**src/rtl/dsat_pkg.sv**
```systemverilog
package dsat_pkg;

  typedef enum logic [1:0] {
    SM_WRAP   = 2'd0,
    SM_FULL   = 2'd1,
    SM_NARROW = 2'd2
  } sat_mode_e;

  function automatic sat_mode_e pick_mode(input logic en, input logic at31);
    if (!en)      return SM_WRAP;
    else if (at31) return SM_NARROW;
    else          return SM_FULL;
  endfunction

endpackage

```
**src/rtl/dsat_addsub.sv**
```systemverilog
module dsat_addsub #(
  parameter int ACC_W = 40
) (
  input  logic [ACC_W-1:0] a_in,
  input  logic [ACC_W-1:0] b_in,
  input  logic             sub,
  output logic [ACC_W:0]   sum
);
  logic [ACC_W:0] ext_a;
  logic [ACC_W:0] ext_b;

  always_comb begin
    ext_a = {a_in[ACC_W-1], a_in};
    ext_b = {b_in[ACC_W-1], b_in};
    sum   = sub ? (ext_a - ext_b) : (ext_a + ext_b);
  end
endmodule

```
**src/rtl/dsat_limiter.sv**
```systemverilog
module dsat_limiter
  import dsat_pkg::*;
#(
  parameter int ACC_W  = 40,
  parameter int FRAC_W = 31
) (
  input  logic [ACC_W:0]   sum,
  input  sat_mode_e        mode,
  output logic [ACC_W-1:0] result,
  output logic             sat_hit,
  output logic             guard_ovf,
  output logic             wrap_ovf
);
  localparam int TOP_W = ACC_W - FRAC_W;
  localparam logic [ACC_W-1:0] FULL_MAX = {1'b0, {(ACC_W-1){1'b1}}};
  localparam logic [ACC_W-1:0] FULL_MIN = {1'b1, {(ACC_W-1){1'b0}}};
  localparam logic [ACC_W-1:0] NAR_MAX  = {{TOP_W{1'b0}}, {FRAC_W{1'b1}}};
  localparam logic [ACC_W-1:0] NAR_MIN  = {{TOP_W{1'b1}}, {FRAC_W{1'b0}}};

  logic wide_ovf;
  logic narrow_ovf;
  logic [TOP_W:0]   sum_top;
  logic [TOP_W-1:0] res_top;

  always_comb begin
    sum_top    = sum[ACC_W:FRAC_W];
    wide_ovf   = sum[ACC_W] ^ sum[ACC_W-1];
    narrow_ovf = !((&sum_top) || !(|sum_top));

    result  = sum[ACC_W-1:0];
    sat_hit = 1'b0;
    unique case (mode)
      SM_FULL: begin
        sat_hit = wide_ovf;
        if (wide_ovf) result = sum[ACC_W] ? FULL_MIN : FULL_MAX;
      end
      SM_NARROW: begin
        sat_hit = narrow_ovf;
        if (narrow_ovf) result = sum[ACC_W] ? NAR_MIN : NAR_MAX;
      end
      default: begin
        sat_hit = wide_ovf;
      end
    endcase

    res_top   = result[ACC_W-1:FRAC_W];
    guard_ovf = (mode != SM_NARROW) && !((&res_top) || !(|res_top));
    wrap_ovf  = (mode == SM_WRAP) && wide_ovf;
  end
endmodule

```
**src/rtl/dsat_acc_bank.sv**
```systemverilog
module dsat_acc_bank #(
  parameter int ACC_W = 40,
  parameter int N_ACC = 2,
  localparam int SEL_W = (N_ACC > 1) ? $clog2(N_ACC) : 1
) (
  input  logic                        clk,
  input  logic                        rst,
  input  logic                        wr_en,
  input  logic [SEL_W-1:0]            wr_sel,
  input  logic [ACC_W-1:0]            wr_data,
  input  logic                        wr_ovf,
  input  logic                        wr_sat,
  input  logic [N_ACC-1:0]            clr,
  output logic [N_ACC-1:0][ACC_W-1:0] acc_q,
  output logic [N_ACC-1:0]            ovf_q,
  output logic [N_ACC-1:0]            sat_q,
  output logic                        ovf_any_q,
  output logic                        sat_any_q
);
  logic [N_ACC-1:0]            hit;
  logic [N_ACC-1:0][ACC_W-1:0] acc_nxt;
  logic [N_ACC-1:0]            ovf_nxt;
  logic [N_ACC-1:0]            sat_nxt;

  for (genvar g = 0; g < N_ACC; g++) begin : g_slot
    assign hit[g]     = wr_en && (wr_sel == SEL_W'(g));
    assign acc_nxt[g] = hit[g] ? wr_data : acc_q[g];
    assign ovf_nxt[g] = hit[g] ? wr_ovf : ovf_q[g];
    assign sat_nxt[g] = (hit[g] && wr_sat) || (sat_q[g] && !clr[g]);
  end

  always_ff @(posedge clk) begin
    if (rst) begin
      acc_q     <= '0;
      ovf_q     <= '0;
      sat_q     <= '0;
      ovf_any_q <= 1'b0;
      sat_any_q <= 1'b0;
    end else begin
      acc_q     <= acc_nxt;
      ovf_q     <= ovf_nxt;
      sat_q     <= sat_nxt;
      ovf_any_q <= |ovf_nxt;
      sat_any_q <= |sat_nxt;
    end
  end
endmodule

```
**src/rtl/dual_acc_sat.sv**
```systemverilog
module dual_acc_sat
  import dsat_pkg::*;
#(
  parameter int ACC_W   = 40,
  parameter int GUARD_W = 8,
  localparam int FRAC_W = ACC_W - GUARD_W - 1
) (
  input  logic             clk,
  input  logic             rst,
  input  logic             add_vld,
  input  logic             acc_sel,
  input  logic             op_sub,
  input  logic [ACC_W-1:0] op_a,
  input  logic [ACC_W-1:0] op_b,
  input  logic             sat_en,
  input  logic             sat_at_31,
  input  logic             trap_en,
  input  logic [1:0]       clr_sat,
  output logic [ACC_W-1:0] acc0,
  output logic [ACC_W-1:0] acc1,
  output logic [1:0]       ovf_flag,
  output logic [1:0]       sat_flag,
  output logic             ovf_any,
  output logic             sat_any,
  output logic             trap_req
);
  localparam int N_ACC = 2;

  sat_mode_e               mode;
  logic [ACC_W:0]          sum;
  logic [ACC_W-1:0]        result;
  logic                    sat_hit;
  logic                    guard_ovf;
  logic                    wrap_ovf;
  logic [N_ACC-1:0][ACC_W-1:0] acc_q;

  assign mode = pick_mode(sat_en, sat_at_31);

  dsat_addsub #(.ACC_W(ACC_W)) u_add (
    .a_in (op_a),
    .b_in (op_b),
    .sub  (op_sub),
    .sum  (sum)
  );

  dsat_limiter #(.ACC_W(ACC_W), .FRAC_W(FRAC_W)) u_lim (
    .sum       (sum),
    .mode      (mode),
    .result    (result),
    .sat_hit   (sat_hit),
    .guard_ovf (guard_ovf),
    .wrap_ovf  (wrap_ovf)
  );

  dsat_acc_bank #(.ACC_W(ACC_W), .N_ACC(N_ACC)) u_bank (
    .clk       (clk),
    .rst       (rst),
    .wr_en     (add_vld),
    .wr_sel    (acc_sel),
    .wr_data   (result),
    .wr_ovf    (guard_ovf),
    .wr_sat    (sat_hit),
    .clr       (clr_sat),
    .acc_q     (acc_q),
    .ovf_q     (ovf_flag),
    .sat_q     (sat_flag),
    .ovf_any_q (ovf_any),
    .sat_any_q (sat_any)
  );

  assign acc0 = acc_q[0];
  assign acc1 = acc_q[1];

  always_ff @(posedge clk) begin
    if (rst) trap_req <= 1'b0;
    else     trap_req <= add_vld && trap_en && wrap_ovf;
  end
endmodule

```
**config.mk**
```make
export PLATFORM = sky130hd
export DESIGN_NAME = dual_acc_sat
export DESIGN_NICKNAME = d
export VERILOG_FILES = /design/src/rtl/dsat_pkg.sv /design/src/rtl/dsat_addsub.sv /design/src/rtl/dsat_limiter.sv /design/src/rtl/dsat_acc_bank.sv /design/src/rtl/dual_acc_sat.sv
export SDC_FILE = /design/constraint.sdc
export NUM_CORES = 1
export LEC_CHECK = 0
export ABC_CLOCK_PERIOD_IN_PS = 8100
export BUFFER_PORTS_ARGS = -buffer_cell sky130_fd_sc_hd__buf_2
export CAP_MARGIN = 25
export CORE_ASPECT_RATIO = 0.9
export CORE_MARGIN = 4
export CORE_UTILIZATION = 37
export CTS_CLUSTER_SIZE = 16
export DETAILED_ROUTE_END_ITERATION = 6
export PLACE_DENSITY = 0.62
export SYNTH_ARGS = -nofsm -noshare
export SYNTH_HDL_FRONTEND = slang
export SYNTH_SLANG_ARGS = --single-unit
```
**constraint.sdc**
```tcl
create_clock -name clk -period 8.1 [get_ports clk]
set_input_delay 0.405 -clock clk [delete_from_list [all_inputs] [get_ports clk]]
set_output_delay 0.405 -clock clk [all_outputs]
set_load 0.01 [all_outputs]
```
==> metrics.txt, run 1 <==
# TYPE chip_impl_metric gauge
chip_impl_info{name="result_of_the_run",value="completed"} 1
chip_impl_metric{name="timing.setup.tns",unit="ps"} 0
chip_impl_metric{name="synth.cell_area",unit="sq um"} 7030
chip_impl_metric{name="final.min_clock_period",unit="ps"} 6760
chip_impl_metric{name="placementRows",unit=""} 47
chip_impl_metric{name="tritoncts_buffers",unit=""} 9
chip_impl_metric{name="timing.slew.headroom",unit="%"} 42.9
chip_impl_metric{name="place.port_buffers",unit=""} 176
chip_impl_metric{name="postSynthRegisterBits",unit=""} 87
chip_impl_info{name="criticalPathCategory",value="input pin to register"} 1
chip_impl_metric{name="ctsResizeCount",unit=""} 0
chip_impl_metric{name="clk_pin_slew_worst_paths",unit="ps"} 60
chip_impl_metric{name="insertedDiodeCount",unit=""} 0
chip_impl_metric{name="aggregate_global_routing_overflow",unit=""} 0
chip_impl_metric{name="place_congestion",unit=""} 0.885
chip_impl_metric{name="dieHeight",unit="um"} 139
chip_impl_metric{name="power-per-cell-area",unit="nW/um^2"} 197
chip_impl_metric{name="layout-drive-gt1-share",unit="%"} 21.7
chip_impl_metric{name="min_delay_path_depth",unit=""} 3
chip_impl_metric{name="r2r_setup_slack",unit="ps"} 7320
chip_impl_metric{name="finalNetCount",unit=""} 1195
chip_impl_metric{name="floorplan.die_area",unit="sq um"} 21300
chip_impl_info{name="cts_tree",value="done"} 1
chip_impl_metric{name="postCtsSetupRepairBufs",unit=""} 0
chip_impl_info{name="final_common_cell",value="buf_2"} 1
chip_impl_metric{name="drt.antenna.violating_nets",unit=""} 0
chip_impl_info{name="crit-reg2reg-capture",value="u_bank.ovf_any_q"} 1
chip_impl_metric{name="number_of_iterations_in_the_first_detailed_routing_pass",unit=""} 5
chip_impl_metric{name="cts-hold-fix-buffers",unit=""} 0
chip_impl_info{name="setup.worst_path.end_class",value="register"} 1
chip_impl_metric{name="ios",unit=""} 177
chip_impl_metric{name="final-setup-viol-count",unit=""} 0
chip_impl_metric{name="hpwl",unit="um"} 17300
chip_impl_metric{name="wl_per_cell",unit="um"} 16.3
chip_impl_metric{name="drtIter0Drc",unit=""} 570
chip_impl_metric{name="post_layout_nonfiller_instances",unit=""} 1311
chip_impl_info{name="hold_path_class",value="input pin to register"} 1
chip_impl_info{name="start_kind",value="input pin"} 1
chip_impl_metric{name="grt_max_degree",unit=""} 82
chip_impl_metric{name="clock-sinks",unit=""} 87
chip_impl_metric{name="critPathMaxFanout",unit=""} 21
chip_impl_metric{name="synthCells",unit=""} 924
chip_impl_metric{name="grt_pass1_vias",unit=""} 6390
chip_impl_metric{name="num-fill-cells",unit=""} 1943
chip_impl_metric{name="detail_route.vias_per_cell",unit=""} 5.43
chip_impl_metric{name="placeable_core_area",unit="sq um"} 18500
chip_impl_info{name="critPathSlowestCell",value="nor3_4"} 1
chip_impl_metric{name="worst_reg2reg_path_length_in_cells",unit=""} 2
chip_impl_metric{name="max_cap_violations",unit=""} 0
chip_impl_metric{name="critPathMaxStageDelay",unit="ps"} 720
chip_impl_info{name="worstPathCellList",value="buf_2 -> or4_1 -> nor4_1 -> nand2_1 -> nor3_1 -> a21oi_1 -> xnor2_1 -> ha_1 -> nand4_1 -> or4_1 -> a2111oi_2 -> nor2_1 -> o41ai_1 -> xnor2_1 -> ha_1 -> nor3b_1 -> or4b_1 -> and4_4 -> nor3_4 -> a211oi_1"} 1
chip_impl_metric{name="drv_slew",unit=""} 0
chip_impl_info{name="crit-reg2reg-launch",value="u_bank.ovf_q[1]"} 1
chip_impl_metric{name="die_width",unit="um"} 153
chip_impl_metric{name="htree_num_levels",unit=""} 3
chip_impl_info{name="worst_hold_path.endpoint",value="trap_req"} 1
chip_impl_metric{name="cellLeakagePower",unit="nW"} 3.44
chip_impl_metric{name="synth_warnings",unit=""} 0
chip_impl_metric{name="worst_pin_slew",unit="ps"} 854
chip_impl_metric{name="later_pin_clock_latency_in_the_skew_report",unit="ps"} 340
chip_impl_metric{name="timing.final.crit_share",unit="%"} 83.4
chip_impl_info{name="clk_root_buffer_cell",value="clkbuf_16"} 1
chip_impl_info{name="ys.flop_type",value="dfxtp_1"} 1
chip_impl_metric{name="crit_arrival",unit="ps"} 6940
chip_impl_metric{name="initial_standard_cell_utilization_of_the_core",unit="%"} 38.0
chip_impl_metric{name="post-place-cells",unit=""} 1294
chip_impl_metric{name="num_vias",unit=""} 7115
chip_impl_metric{name="syn-num-nets",unit=""} 1058
chip_impl_metric{name="final_hold_viol_count",unit=""} 0
chip_impl_metric{name="synth_async_sr_flop_share",unit="%"} 0
chip_impl_metric{name="postRouteWirelength",unit="um"} 21400
chip_impl_info{name="grt_setup_unrepaired",value="no"} 1
chip_impl_info{name="layout_common_cells",value="176 x buf_2, 155 x nor2_1, 88 x a21oi_1, 87 x dfxtp_1, 81 x nand2_1"} 1
chip_impl_metric{name="final_cell_utilization_of_the_core",unit="%"} 44.7
chip_impl_metric{name="global_route.usage.total",unit="%"} 19.2
chip_impl_metric{name="clock_skew",unit="ps"} 5.23
chip_impl_metric{name="fmaxAchievable",unit="GHz"} 0.148
chip_impl_metric{name="synth_enable_flop_cells",unit=""} 0
chip_impl_metric{name="synth.avg_cell_area",unit="sq um"} 7.61
chip_impl_metric{name="worst_ir_drop_vdd",unit="mV"} 0.0891
chip_impl_info{name="timing.hold.worst.start",value="trap_en"} 1
chip_impl_metric{name="maximum_count_of_clock_buffers_along_a_single_path",unit=""} 2
chip_impl_metric{name="detail_route.drc_violations",unit=""} 0
chip_impl_metric{name="seq_area_frac_synth",unit="%"} 24.8
chip_impl_metric{name="cp_data_required_time",unit="ps"} 8280
chip_impl_metric{name="synth_cell_type_count",unit=""} 73
chip_impl_metric{name="number_of_antenna_violations_at_the_first_check_in_global_routing",unit=""} 0
chip_impl_metric{name="area_delta_synth_final",unit="%"} 17.6
chip_impl_metric{name="first_pass_grt_wire_length",unit="um"} 34100
[area by class of cell]
class / instances / area (sq um) / share of cell area (%)
tap: 245 / 307 / 3.71
clock buffer: 10 / 239 / 2.89
inverter: 14 / 52.6 / 0.635
multi-input combinational: 769 / 4930 / 59.6
sequential: 87 / 1740 / 21.1
clock inverter: 6 / 75.1 / 0.907
timing repair buffer: 180 / 923 / 11.2
[synth_stat cells (3+ instances only)]
library cell / count / area, sq um
nor2_1: 155 / 582
nand2_1: 81 / 304
nand3_1: 8 / 40.0
o21bai_1: 5 / 37.5
o211a_1: 3 / 30.0
nor3b_1: 4 / 30.0
or3_1: 6 / 37.5
nand3b_1: 3 / 22.5
nor2b_1: 3 / 18.8
o211ai_1: 10 / 75.1
o21a_1: 3 / 22.5
or2_2: 7 / 43.8
xnor2_1: 55 / 482
o31ai_1: 3 / 22.5
o21ai_0: 33 / 165
buf_6: 10 / 113
or4_1: 9 / 67.6
nor3_1: 27 / 135
clkbuf_1: 27 / 101
o21ai_1: 5 / 25.0
mux2i_1: 5 / 50.1
a21o_1: 12 / 90.1
o2111ai_1: 3 / 26.3
xor2_1: 15 / 131
nand4_1: 17 / 106
a311oi_1: 17 / 149
and2_1: 7 / 43.8
a31oi_1: 10 / 62.6
nand2b_1: 13 / 81.3
dfxtp_1: 87 / 1740
a21oi_1: 88 / 440
inv_1: 13 / 48.8
buf_2: 10 / 50.1
nor4_1: 9 / 56.3
ha_1: 43 / 538
a211oi_1: 66 / 495
[metal layers]
metal  track usage [%]  share of wire, %  vias to the layer above
met4              3.84              0.99                        0
met5                 0                 0                        -
met2              26.4                39                      245
met1              31.1                53                     3201
li1                  -                 -                     3655
met3              2.96               7.1                       14
[critical path, delay by kind of cell]
family          cells  cell delay, ps
buf+inv             1             120
xor+xnor            2             390
compound gates      4             970
fa+ha+maj           2             670
simple gates       11            4350
[power breakdown]
part           total (mW)  internal (mW)  switching [mW]
clock network       0.430          0.252           0.179
logic               0.708          0.260           0.448
registers           0.491          0.468          0.0227
[cell families after synthesis]
family / after synthesis / share of synthesized area (%)
AND/OR/NAND/NOR: 363 / 24.4
AO/OA/AOI/OAI: 285 / 28.0
flip-flops: 87 / 24.8
XOR/XNOR: 70 / 8.72
buffers and inverters: 68 / 5.19
adder cells (fa/ha/maj): 44 / 7.93
multiplexers: 7 / 1.03
[registers in the layout, summed over array words and instances, names as in the netlist]
signal            cells
u_bank.ovf_any_q      1
u_bank.sat_any_q      1
u_bank.ovf_q          2
u_bank.sat_q          2
trap_req              1
u_bank.acc_q         80
[through the flow]
stage	setup WS [ps]	hold slack (ps)	total power [mW]	area, sq um
floorplan	2170	481	0.995	7030
global placement	1090	452	1.20	7940
detailed placement	953	457	1.20	7940
CTS	1320	328	1.63	8250
global route	714	338	1.74	8270
finish	1340	333	1.63	8270
[worst max path at each step]
stage          cells after the start                to  startpoint
2_1_floorplan                     23  u_bank.acc_q[59]     op_b[4]
3_3_place_gp                      20  u_bank.acc_q[41]     op_b[4]
3_5_place_dp                      20  u_bank.acc_q[68]     op_b[4]
4_1_cts                           20  u_bank.acc_q[68]     op_b[4]
5_1_grt                           20  u_bank.acc_q[45]     op_b[4]
6_report                          20  u_bank.acc_q[54]     op_b[4]
Note: power is estimated with default switching activity, not from simulation.
==> run 2, diff against run 1 <==
- ABC_CLOCK_PERIOD_IN_PS: 8100 -> 6250
- clock period: 8.1 -> 6.25 ns (I/O delays scaled with it)
==> run 2 against run 1 <==
  * Cell count grew 2.1%
  * Final area up 3.3%
  * First-iteration DRC count down 5.4%
  * Clock skew is 4.6 ps lower
  * Clock power grew 32%
  * Flip-flop and latch count unchanged
  * Hold slack worse by 84 ps
  * Register-to-register slack worse by 1900 ps
  * Combinational power is 37% higher
  * Worst setup slack got worse by 840 ps
  * Count of clock-buffer cells in the layout is 1 lower
  * Critical path type unchanged
  * Largest cell class unchanged
  * Largest power group unchanged
==> metrics.txt, run 2 (synthesis gave the netlist of run 1 again) <==
# TYPE chip_impl_metric gauge
chip_impl_metric{name="clk_pin_slew_worst_paths",unit="ps"} 60
chip_impl_metric{name="final_hold_viol_count",unit=""} 0
chip_impl_metric{name="number_of_iterations_in_the_first_detailed_routing_pass",unit=""} 5
chip_impl_info{name="critPathSlowestCell",value="or4_1"} 1
chip_impl_metric{name="dpl-instance-area",unit="sq um"} 8180
chip_impl_metric{name="detail_route.drc_violations",unit=""} 0
chip_impl_metric{name="drt.antenna.violating_nets",unit=""} 0
chip_impl_metric{name="hpwl",unit="um"} 17500
chip_impl_metric{name="place.port_buffers",unit=""} 176
chip_impl_metric{name="design_area",unit="sq um"} 8540
chip_impl_metric{name="later_pin_clock_latency_in_the_skew_report",unit="ps"} 330
chip_impl_metric{name="ff_latch_area",unit="sq um"} 1740
chip_impl_metric{name="dieHeight",unit="um"} 139
chip_impl_metric{name="place_congestion",unit=""} 0.925
chip_impl_metric{name="cp_data_required_time",unit="ps"} 6420
chip_impl_metric{name="finalNetCount",unit=""} 1223
chip_impl_metric{name="max_cap_violations",unit=""} 0
chip_impl_metric{name="power.share.combinational",unit="%"} 44.7
chip_impl_metric{name="initial_standard_cell_utilization_of_the_core",unit="%"} 38.0
chip_impl_metric{name="clock_skew",unit="ps"} 0.589
chip_impl_metric{name="grt_pass1_vias",unit=""} 6491
chip_impl_metric{name="post_layout_nonfiller_instances",unit=""} 1339
chip_impl_metric{name="tritoncts_buffers",unit=""} 9
chip_impl_metric{name="first_pass_grt_wire_length",unit="um"} 34500
chip_impl_metric{name="total_power",unit="mW"} 2.18
chip_impl_info{name="cpLargestDelayFamily",value="simple AND/OR/NAND/NOR gates"} 1
chip_impl_metric{name="worst_ir_drop_vdd",unit="mV"} 0.125
chip_impl_metric{name="cts-hold-fix-buffers",unit=""} 0
chip_impl_metric{name="postRouteWirelength",unit="um"} 21600
chip_impl_metric{name="largest_register_ff_count",unit=""} 80
chip_impl_metric{name="post-place-cells",unit=""} 1321
chip_impl_metric{name="num-fill-cells",unit=""} 1940
chip_impl_info{name="criticalPathCategory",value="input pin to register"} 1
chip_impl_metric{name="critPathMaxFanout",unit=""} 9
chip_impl_metric{name="floorplan.die_area",unit="sq um"} 21300
chip_impl_metric{name="power-per-cell-area",unit="nW/um^2"} 255
chip_impl_info{name="cts_tree",value="done"} 1
chip_impl_info{name="start_kind",value="input pin"} 1
chip_impl_info{name="worstPathCellList",value="buf_2 -> or4_1 -> buf_4 -> nor2_1 -> and2_1 -> nand2_1 -> nor3_1 -> nor2_1 -> xnor2_1 -> ha_1 -> nand4_1 -> or4_1 -> a2111oi_2 -> nor2_1 -> o41ai_1 -> xnor2_1 -> ha_1 -> nor3b_1 -> or4b_4 -> a21bo_2 -> a21oi_2 -> a311oi_1"} 1
chip_impl_metric{name="final-setup-viol-count",unit=""} 0
chip_impl_metric{name="drtIter0Drc",unit=""} 539
chip_impl_metric{name="final_cell_utilization_of_the_core",unit="%"} 46.1
chip_impl_metric{name="grt_max_degree",unit=""} 82
chip_impl_metric{name="insertedDiodeCount",unit=""} 0
chip_impl_metric{name="number_of_antenna_violations_at_the_first_check_in_global_routing",unit=""} 0
chip_impl_info{name="max_flop_register",value="u_bank.acc_q"} 1
chip_impl_metric{name="placementRows",unit=""} 47
chip_impl_info{name="setup.worst_path.end_class",value="register"} 1
chip_impl_metric{name="pre_cts_ws",unit="ps"} 79.1
chip_impl_metric{name="layout-drive-gt1-share",unit="%"} 23.8
chip_impl_metric{name="critPathMaxStageDelay",unit="ps"} 560
chip_impl_info{name="layout_common_cells",value="176 x buf_2, 155 x nor2_1, 88 x a21oi_1, 87 x dfxtp_1, 81 x nand2_1"} 1
chip_impl_metric{name="r2r_setup_slack",unit="ps"} 5450
chip_impl_metric{name="die_width",unit="um"} 153
chip_impl_metric{name="p_seq_share",unit="%"} 29.2
chip_impl_info{name="hold_path_class",value="input pin to register"} 1
chip_impl_info{name="largestRegisters",value="u_bank.acc_q (80), u_bank.ovf_q (2), u_bank.sat_q (2)"} 1
chip_impl_metric{name="htree_num_levels",unit=""} 3
chip_impl_metric{name="global_route.usage.total",unit="%"} 19.4
chip_impl_metric{name="clock-sinks",unit=""} 87
chip_impl_metric{name="cellLeakagePower",unit="nW"} 3.59
chip_impl_metric{name="timing.final.crit_share",unit="%"} 92.0
chip_impl_metric{name="num_vias",unit=""} 7234
chip_impl_metric{name="cp.buffers_inverters",unit=""} 2
chip_impl_metric{name="detail_route.vias_per_cell",unit=""} 5.40
chip_impl_metric{name="finalWorstSetupSlack",unit="ps"} 499
chip_impl_metric{name="wl_per_cell",unit="um"} 16.1
chip_impl_metric{name="fmaxAchievable",unit="GHz"} 0.174
chip_impl_metric{name="worst_pin_slew",unit="ps"} 835
chip_impl_info{name="timing.critical_path.mode_cell",value="nor2_1"} 1
chip_impl_metric{name="placeable_core_area",unit="sq um"} 18500
chip_impl_metric{name="maximum_count_of_clock_buffers_along_a_single_path",unit=""} 2
chip_impl_metric{name="p_clk_share",unit="%"} 26.0
chip_impl_info{name="result_of_the_run",value="completed"} 1
chip_impl_info{name="clk_root_buffer_cell",value="clkbuf_16"} 1
chip_impl_metric{name="netSwitchingFraction",unit="%"} 38.6
chip_impl_metric{name="final.min_clock_period",unit="ps"} 5750
chip_impl_metric{name="drv_slew",unit=""} 0
chip_impl_metric{name="multiInputGateArea",unit="sq um"} 4940
chip_impl_metric{name="area_delta_synth_final",unit="%"} 21.5
chip_impl_metric{name="crit_arrival",unit="ps"} 5920
chip_impl_metric{name="timing.setup.tns",unit="ps"} 0
chip_impl_metric{name="total_switching_power",unit="uW"} 840
chip_impl_metric{name="aggregate_global_routing_overflow",unit=""} 0
chip_impl_metric{name="hold-worst-slack",unit="ps"} 248
chip_impl_metric{name="internal-power",unit="mW"} 1.34
chip_impl_metric{name="ios",unit=""} 177
chip_impl_info{name="final_common_cell",value="buf_2"} 1
chip_impl_metric{name="timing.slew.headroom",unit="%"} 44.3
-- run 2: metal layers --
layer | vias up | part of all wire (%) | GRT usage [%]
met5 | - | 0 | 0
met4 | 0 | 1.6 | 4.59
met3 | 22 | 5.3 | 2.12
met2 | 239 | 39 | 26.5
met1 | 3248 | 54 | 31.7
li1 | 3725 | - | -
-- run 2: power by group through the flow --
stage	Combinational (mW)	Sequential [mW]	Clock, mW
2_1_floorplan	0.621	0.668	0
3_3_place_gp	0.947	0.648	0
3_5_place_dp	0.951	0.649	0
4_1_cts	0.955	0.636	0.577
5_1_grt	1.07	0.642	0.599
6_report	0.973	0.636	0.567
-- run 2: final timing paths --
check | startpoint | end | cells past startpoint
max | op_b[4] | u_bank.acc_q[78] | 22
max reg2reg | u_bank.acc_q[25] | u_bank.acc_q[25] | 2
min | trap_en | trap_req | 3
min reg2reg | u_bank.acc_q[39] | u_bank.acc_q[39] | 2
-- run 2: repair_timing --
action,4_1_cts,5_1_grt
endpoints found under the setup margin,0,68
setup buffers,0,1
gates resized for setup,0,1
-- run 2: tightest hold or removal path, stage by stage --
cell	delay, ps
buf_2	90
nand4b_1	80
nor2_1	50
-- run 2: layout make-up --
| cell class | instances | area share, % |
|---|---|---|
| multi-input cells | 769 | 57.8 |
| flip-flops and latches | 87 | 20.4 |
| repair buffers | 208 | 13.9 |
| well taps | 245 | 3.59 |
| clock buffers | 9 | 2.64 |
| clock inverters | 7 | 1.13 |
| inverters | 14 | 0.615 |
==> run 3, diff against run 2 <==
- ABC_AREA: unset -> 1
- PLACE_DENSITY: 0.62 -> 0.61
==> run 3 against run 2 <==
  * Hold slack worse by 23 ps
  * Flip-flop and latch count stayed put
  * Utilization is 1.1 points lower
  * Critical path depth is 15 higher
  * Die area is 15% higher
  * Via count is 24% higher
  * Worst setup slack better by 240 ps
  * Synthesized cell count is 54% higher
  * Clock power is 4.6% higher
  * Clock skew hardly changed
  * Largest cell class unchanged
  * Sequential share of layout area is 2.5 points lower
  * Register-to-register slack hardly changed
==> metrics.txt, run 3 <==
# TYPE chip_impl_metric gauge
chip_impl_info{name="result_of_the_run",value="completed"} 1
chip_impl_info{name="hold_path_class",value="input pin to register"} 1
chip_impl_info{name="crit-reg2reg-capture",value="u_bank.sat_any_q"} 1
chip_impl_metric{name="seq_area_frac_synth",unit="%"} 21.4
chip_impl_info{name="crit-reg2reg-launch",value="u_bank.sat_q[0]"} 1
chip_impl_metric{name="finalWorstSetupSlack",unit="ps"} 735
chip_impl_metric{name="htree_num_levels",unit=""} 3
chip_impl_metric{name="timing.setup.tns",unit="ps"} 0
chip_impl_metric{name="critPathMaxFanout",unit=""} 12
chip_impl_info{name="critPathSlowestCell",value="ha_1"} 1
chip_impl_metric{name="drv_slew",unit=""} 0
chip_impl_metric{name="ios",unit=""} 177
chip_impl_metric{name="pre_cts_ws",unit="ps"} -282
chip_impl_metric{name="place.port_buffers",unit=""} 176
chip_impl_info{name="synth_largest_area_cell",value="dfxtp_1"} 1
chip_impl_metric{name="clock_skew",unit="ps"} 0.408
chip_impl_metric{name="synth.avg_cell_area",unit="sq um"} 5.73
chip_impl_metric{name="multiInputGateArea",unit="sq um"} 5380
chip_impl_metric{name="synth.cell_area",unit="sq um"} 8150
chip_impl_metric{name="num-fill-cells",unit=""} 2366
chip_impl_metric{name="timing.final.crit_share",unit="%"} 88.2
chip_impl_info{name="final_common_cell",value="nand2_1"} 1
chip_impl_metric{name="critPathMaxStageDelay",unit="ps"} 420
chip_impl_metric{name="tritoncts_buffers",unit=""} 9
chip_impl_metric{name="place_congestion",unit=""} 0.954
chip_impl_metric{name="final_hold_viol_count",unit=""} 0
chip_impl_metric{name="drtIter0Drc",unit=""} 704
chip_impl_metric{name="global_route.usage.met1",unit="%"} 32.0
chip_impl_metric{name="top_cell_type_s_share_of_synthesized_area",unit="%"} 21.4
chip_impl_metric{name="total_power",unit="mW"} 2.26
chip_impl_info{name="timing.critical_path.mode_cell",value="nand2_1"} 1
chip_impl_metric{name="number_of_antenna_violations_at_the_first_check_in_global_routing",unit=""} 0
chip_impl_metric{name="clock-sinks",unit=""} 87
chip_impl_metric{name="finalNetCount",unit=""} 1716
chip_impl_metric{name="later_pin_clock_latency_in_the_skew_report",unit="ps"} 330
chip_impl_metric{name="dieHeight",unit="um"} 149
chip_impl_info{name="max_flop_register",value="u_bank.acc_q"} 1
chip_impl_metric{name="worst_ir_drop_vdd",unit="mV"} 0.139
chip_impl_metric{name="synth_enable_flop_cells",unit=""} 0
chip_impl_metric{name="placeable_core_area",unit="sq um"} 21600
chip_impl_metric{name="aggregate_global_routing_overflow",unit=""} 0
chip_impl_metric{name="crit_arrival",unit="ps"} 5750
chip_impl_metric{name="die_width",unit="um"} 164
chip_impl_metric{name="synth_async_sr_flop_share",unit="%"} 0
chip_impl_info{name="setup.worst_path.end_class",value="register"} 1
chip_impl_metric{name="max_cap_violations",unit=""} 0
chip_impl_metric{name="met2_usage",unit="%"} 29.5
chip_impl_metric{name="met3_layer_usage_reported_by_global_route",unit="%"} 2.16
chip_impl_metric{name="grt_max_degree",unit=""} 65
chip_impl_metric{name="syn-num-nets",unit=""} 1557
chip_impl_info{name="cts_tree",value="done"} 1
chip_impl_metric{name="area_delta_synth_final",unit="%"} 19.5
chip_impl_info{name="worst_setup_path_startpoint",value="op_b[1]"} 1
chip_impl_info{name="netlist_top_cells_count",value="338 x nand2_1, 252 x nor2_1, 239 x inv_1"} 1
chip_impl_info{name="global_route.peak_usage_layer",value="met1"} 1
chip_impl_metric{name="worst_reg2reg_path_length_in_cells",unit=""} 4
chip_impl_metric{name="layout-drive-gt1-share",unit="%"} 15.8
chip_impl_metric{name="fmaxAchievable",unit="GHz"} 0.181
chip_impl_metric{name="synth_warnings",unit=""} 0
chip_impl_metric{name="final.min_clock_period",unit="ps"} 5510
chip_impl_metric{name="maximum_count_of_clock_buffers_along_a_single_path",unit=""} 2
chip_impl_metric{name="insertedDiodeCount",unit=""} 0
chip_impl_metric{name="r2r_setup_slack",unit="ps"} 5450
chip_impl_metric{name="postSynthRegisterBits",unit=""} 87
chip_impl_metric{name="post-place-cells",unit=""} 1860
chip_impl_info{name="start_kind",value="input pin"} 1
chip_impl_metric{name="post_layout_nonfiller_instances",unit=""} 1877
chip_impl_info{name="largestRegisters",value="u_bank.acc_q (80), u_bank.ovf_q (2), u_bank.sat_q (2)"} 1
chip_impl_metric{name="cellLeakagePower",unit="nW"} 5.60
chip_impl_info{name="clk_root_buffer_cell",value="clkbuf_16"} 1
chip_impl_metric{name="first_pass_grt_wire_length",unit="um"} 40300
chip_impl_info{name="yosys-top-cells-area",value="dfxtp_1 21%, nand2_1 16%, nor2_1 12%"} 1
chip_impl_metric{name="largest_register_ff_count",unit=""} 80
chip_impl_metric{name="cts-hold-fix-buffers",unit=""} 0
chip_impl_info{name="cp-endpoint",value="u_bank.ovf_any_q"} 1
chip_impl_metric{name="floorplan.die_area",unit="sq um"} 24500
chip_impl_metric{name="detail_route.drc_violations",unit=""} 0
chip_impl_metric{name="hpwl",unit="um"} 21000
chip_impl_metric{name="drt.antenna.violating_nets",unit=""} 0
chip_impl_metric{name="postRouteWirelength",unit="um"} 25700
chip_impl_info{name="criticalPathCategory",value="input pin to register"} 1
chip_impl_metric{name="wl_per_cell",unit="um"} 13.7
chip_impl_metric{name="cp_data_required_time",unit="ps"} 6480
chip_impl_metric{name="placementRows",unit=""} 51
chip_impl_metric{name="worst_pin_slew",unit="ps"} 851
chip_impl_info{name="layout_common_cells",value="338 x nand2_1, 250 x nor2_1, 239 x inv_1, 176 x buf_2, 96 x o21ai_0"} 1
chip_impl_metric{name="detail_route.vias_per_cell",unit=""} 4.78
chip_impl_info{name="ys.flop_type",value="dfxtp_1"} 1
chip_impl_metric{name="hold-worst-slack",unit="ps"} 226
chip_impl_metric{name="ff_latch_area",unit="sq um"} 1740
chip_impl_metric{name="grt_pass1_vias",unit=""} 7918
chip_impl_metric{name="clk_pin_slew_worst_paths",unit="ps"} 60
chip_impl_metric{name="global_route.usage.total",unit="%"} 20.1
chip_impl_metric{name="synth_cell_type_count",unit=""} 42
chip_impl_metric{name="num_vias",unit=""} 8967
chip_impl_metric{name="initial_standard_cell_utilization_of_the_core",unit="%"} 37.7
chip_impl_info{name="synthMostInstantiatedCell",value="nand2_1"} 1
chip_impl_metric{name="final-setup-viol-count",unit=""} 0
chip_impl_metric{name="timing.slew.headroom",unit="%"} 43.3
chip_impl_metric{name="synthCells",unit=""} 1423
chip_impl_metric{name="number_of_iterations_in_the_first_detailed_routing_pass",unit=""} 5
chip_impl_metric{name="power-per-cell-area",unit="nW/um^2"} 232
[run 3: where the power goes]
group          internal, mW  switching (mW)  total [mW]
registers             0.603          0.0287       0.632
logic                 0.348           0.684        1.03
clock network         0.388           0.205       0.593
[run 3: how the worst min path moves through the flow]
stage	start	endpoint	slack, ps	cells past startpoint
6_report	trap_en	trap_req	230	3
5_1_grt	trap_en	trap_req	220	3
4_1_cts	trap_en	trap_req	210	3
3_5_place_dp	u_bank.acc_q[39]	u_bank.acc_q[39]	490	2
3_3_place_gp	u_bank.acc_q[32]	u_bank.acc_q[32]	490	2
2_1_floorplan	trap_en	trap_req	460	2
[run 3: logic make-up after synthesis]
kind of cell             synth area share (%)
flip-flops                               21.4
XOR/XNOR                                 7.20
AND/OR/NAND/NOR                          36.2
adder cells (fa/ha/maj)                  6.84
buffers and inverters                    13.7
AO/OA/AOI/OAI                            14.7
[run 3: repair_timing]
| action | 4_1_cts | 5_1_grt |
|---|---|---|
| gates resized for setup | 0 | 17 |
| endpoints found under the setup margin | 0 | 79 |
| setup buffers | 0 | 1 |
[run 3: routing by layer]
metal | up-vias | routed length (um)
li1 | 4762 | -
met1 | 3913 | 13500
met2 | 278 | 10400
met3 | 14 | 1620
met4 | 0 | 198
met5 | - | 0
[run 3: critical path: cells and delay by family]
family | cells | cell delay [ps]
XOR/XNOR | 1 | 180
buffers and inverters | 6 | 540
AO/OA/AOI/OAI | 4 | 1050
adder cells (fa/ha/maj) | 3 | 970
AND/OR/NAND/NOR | 23 | 2690
[run 3: area by class of cell]
class	count	share of cell area (%)
clock buffers	11	2.39
inverters	246	9.50
well taps	291	3.74
flip-flops and latches	87	17.9
clock inverters	4	0.976
repair buffers	190	10.3
multi-input cells	1048	55.2
[run 3: through the flow]
step	instance area, sq um	util, %
detailed placement	9330	43.1
global route	9740	45.0
CTS	9660	44.6
global placement	9300	43.0
floorplan	8150	-
finish	9740	45.0
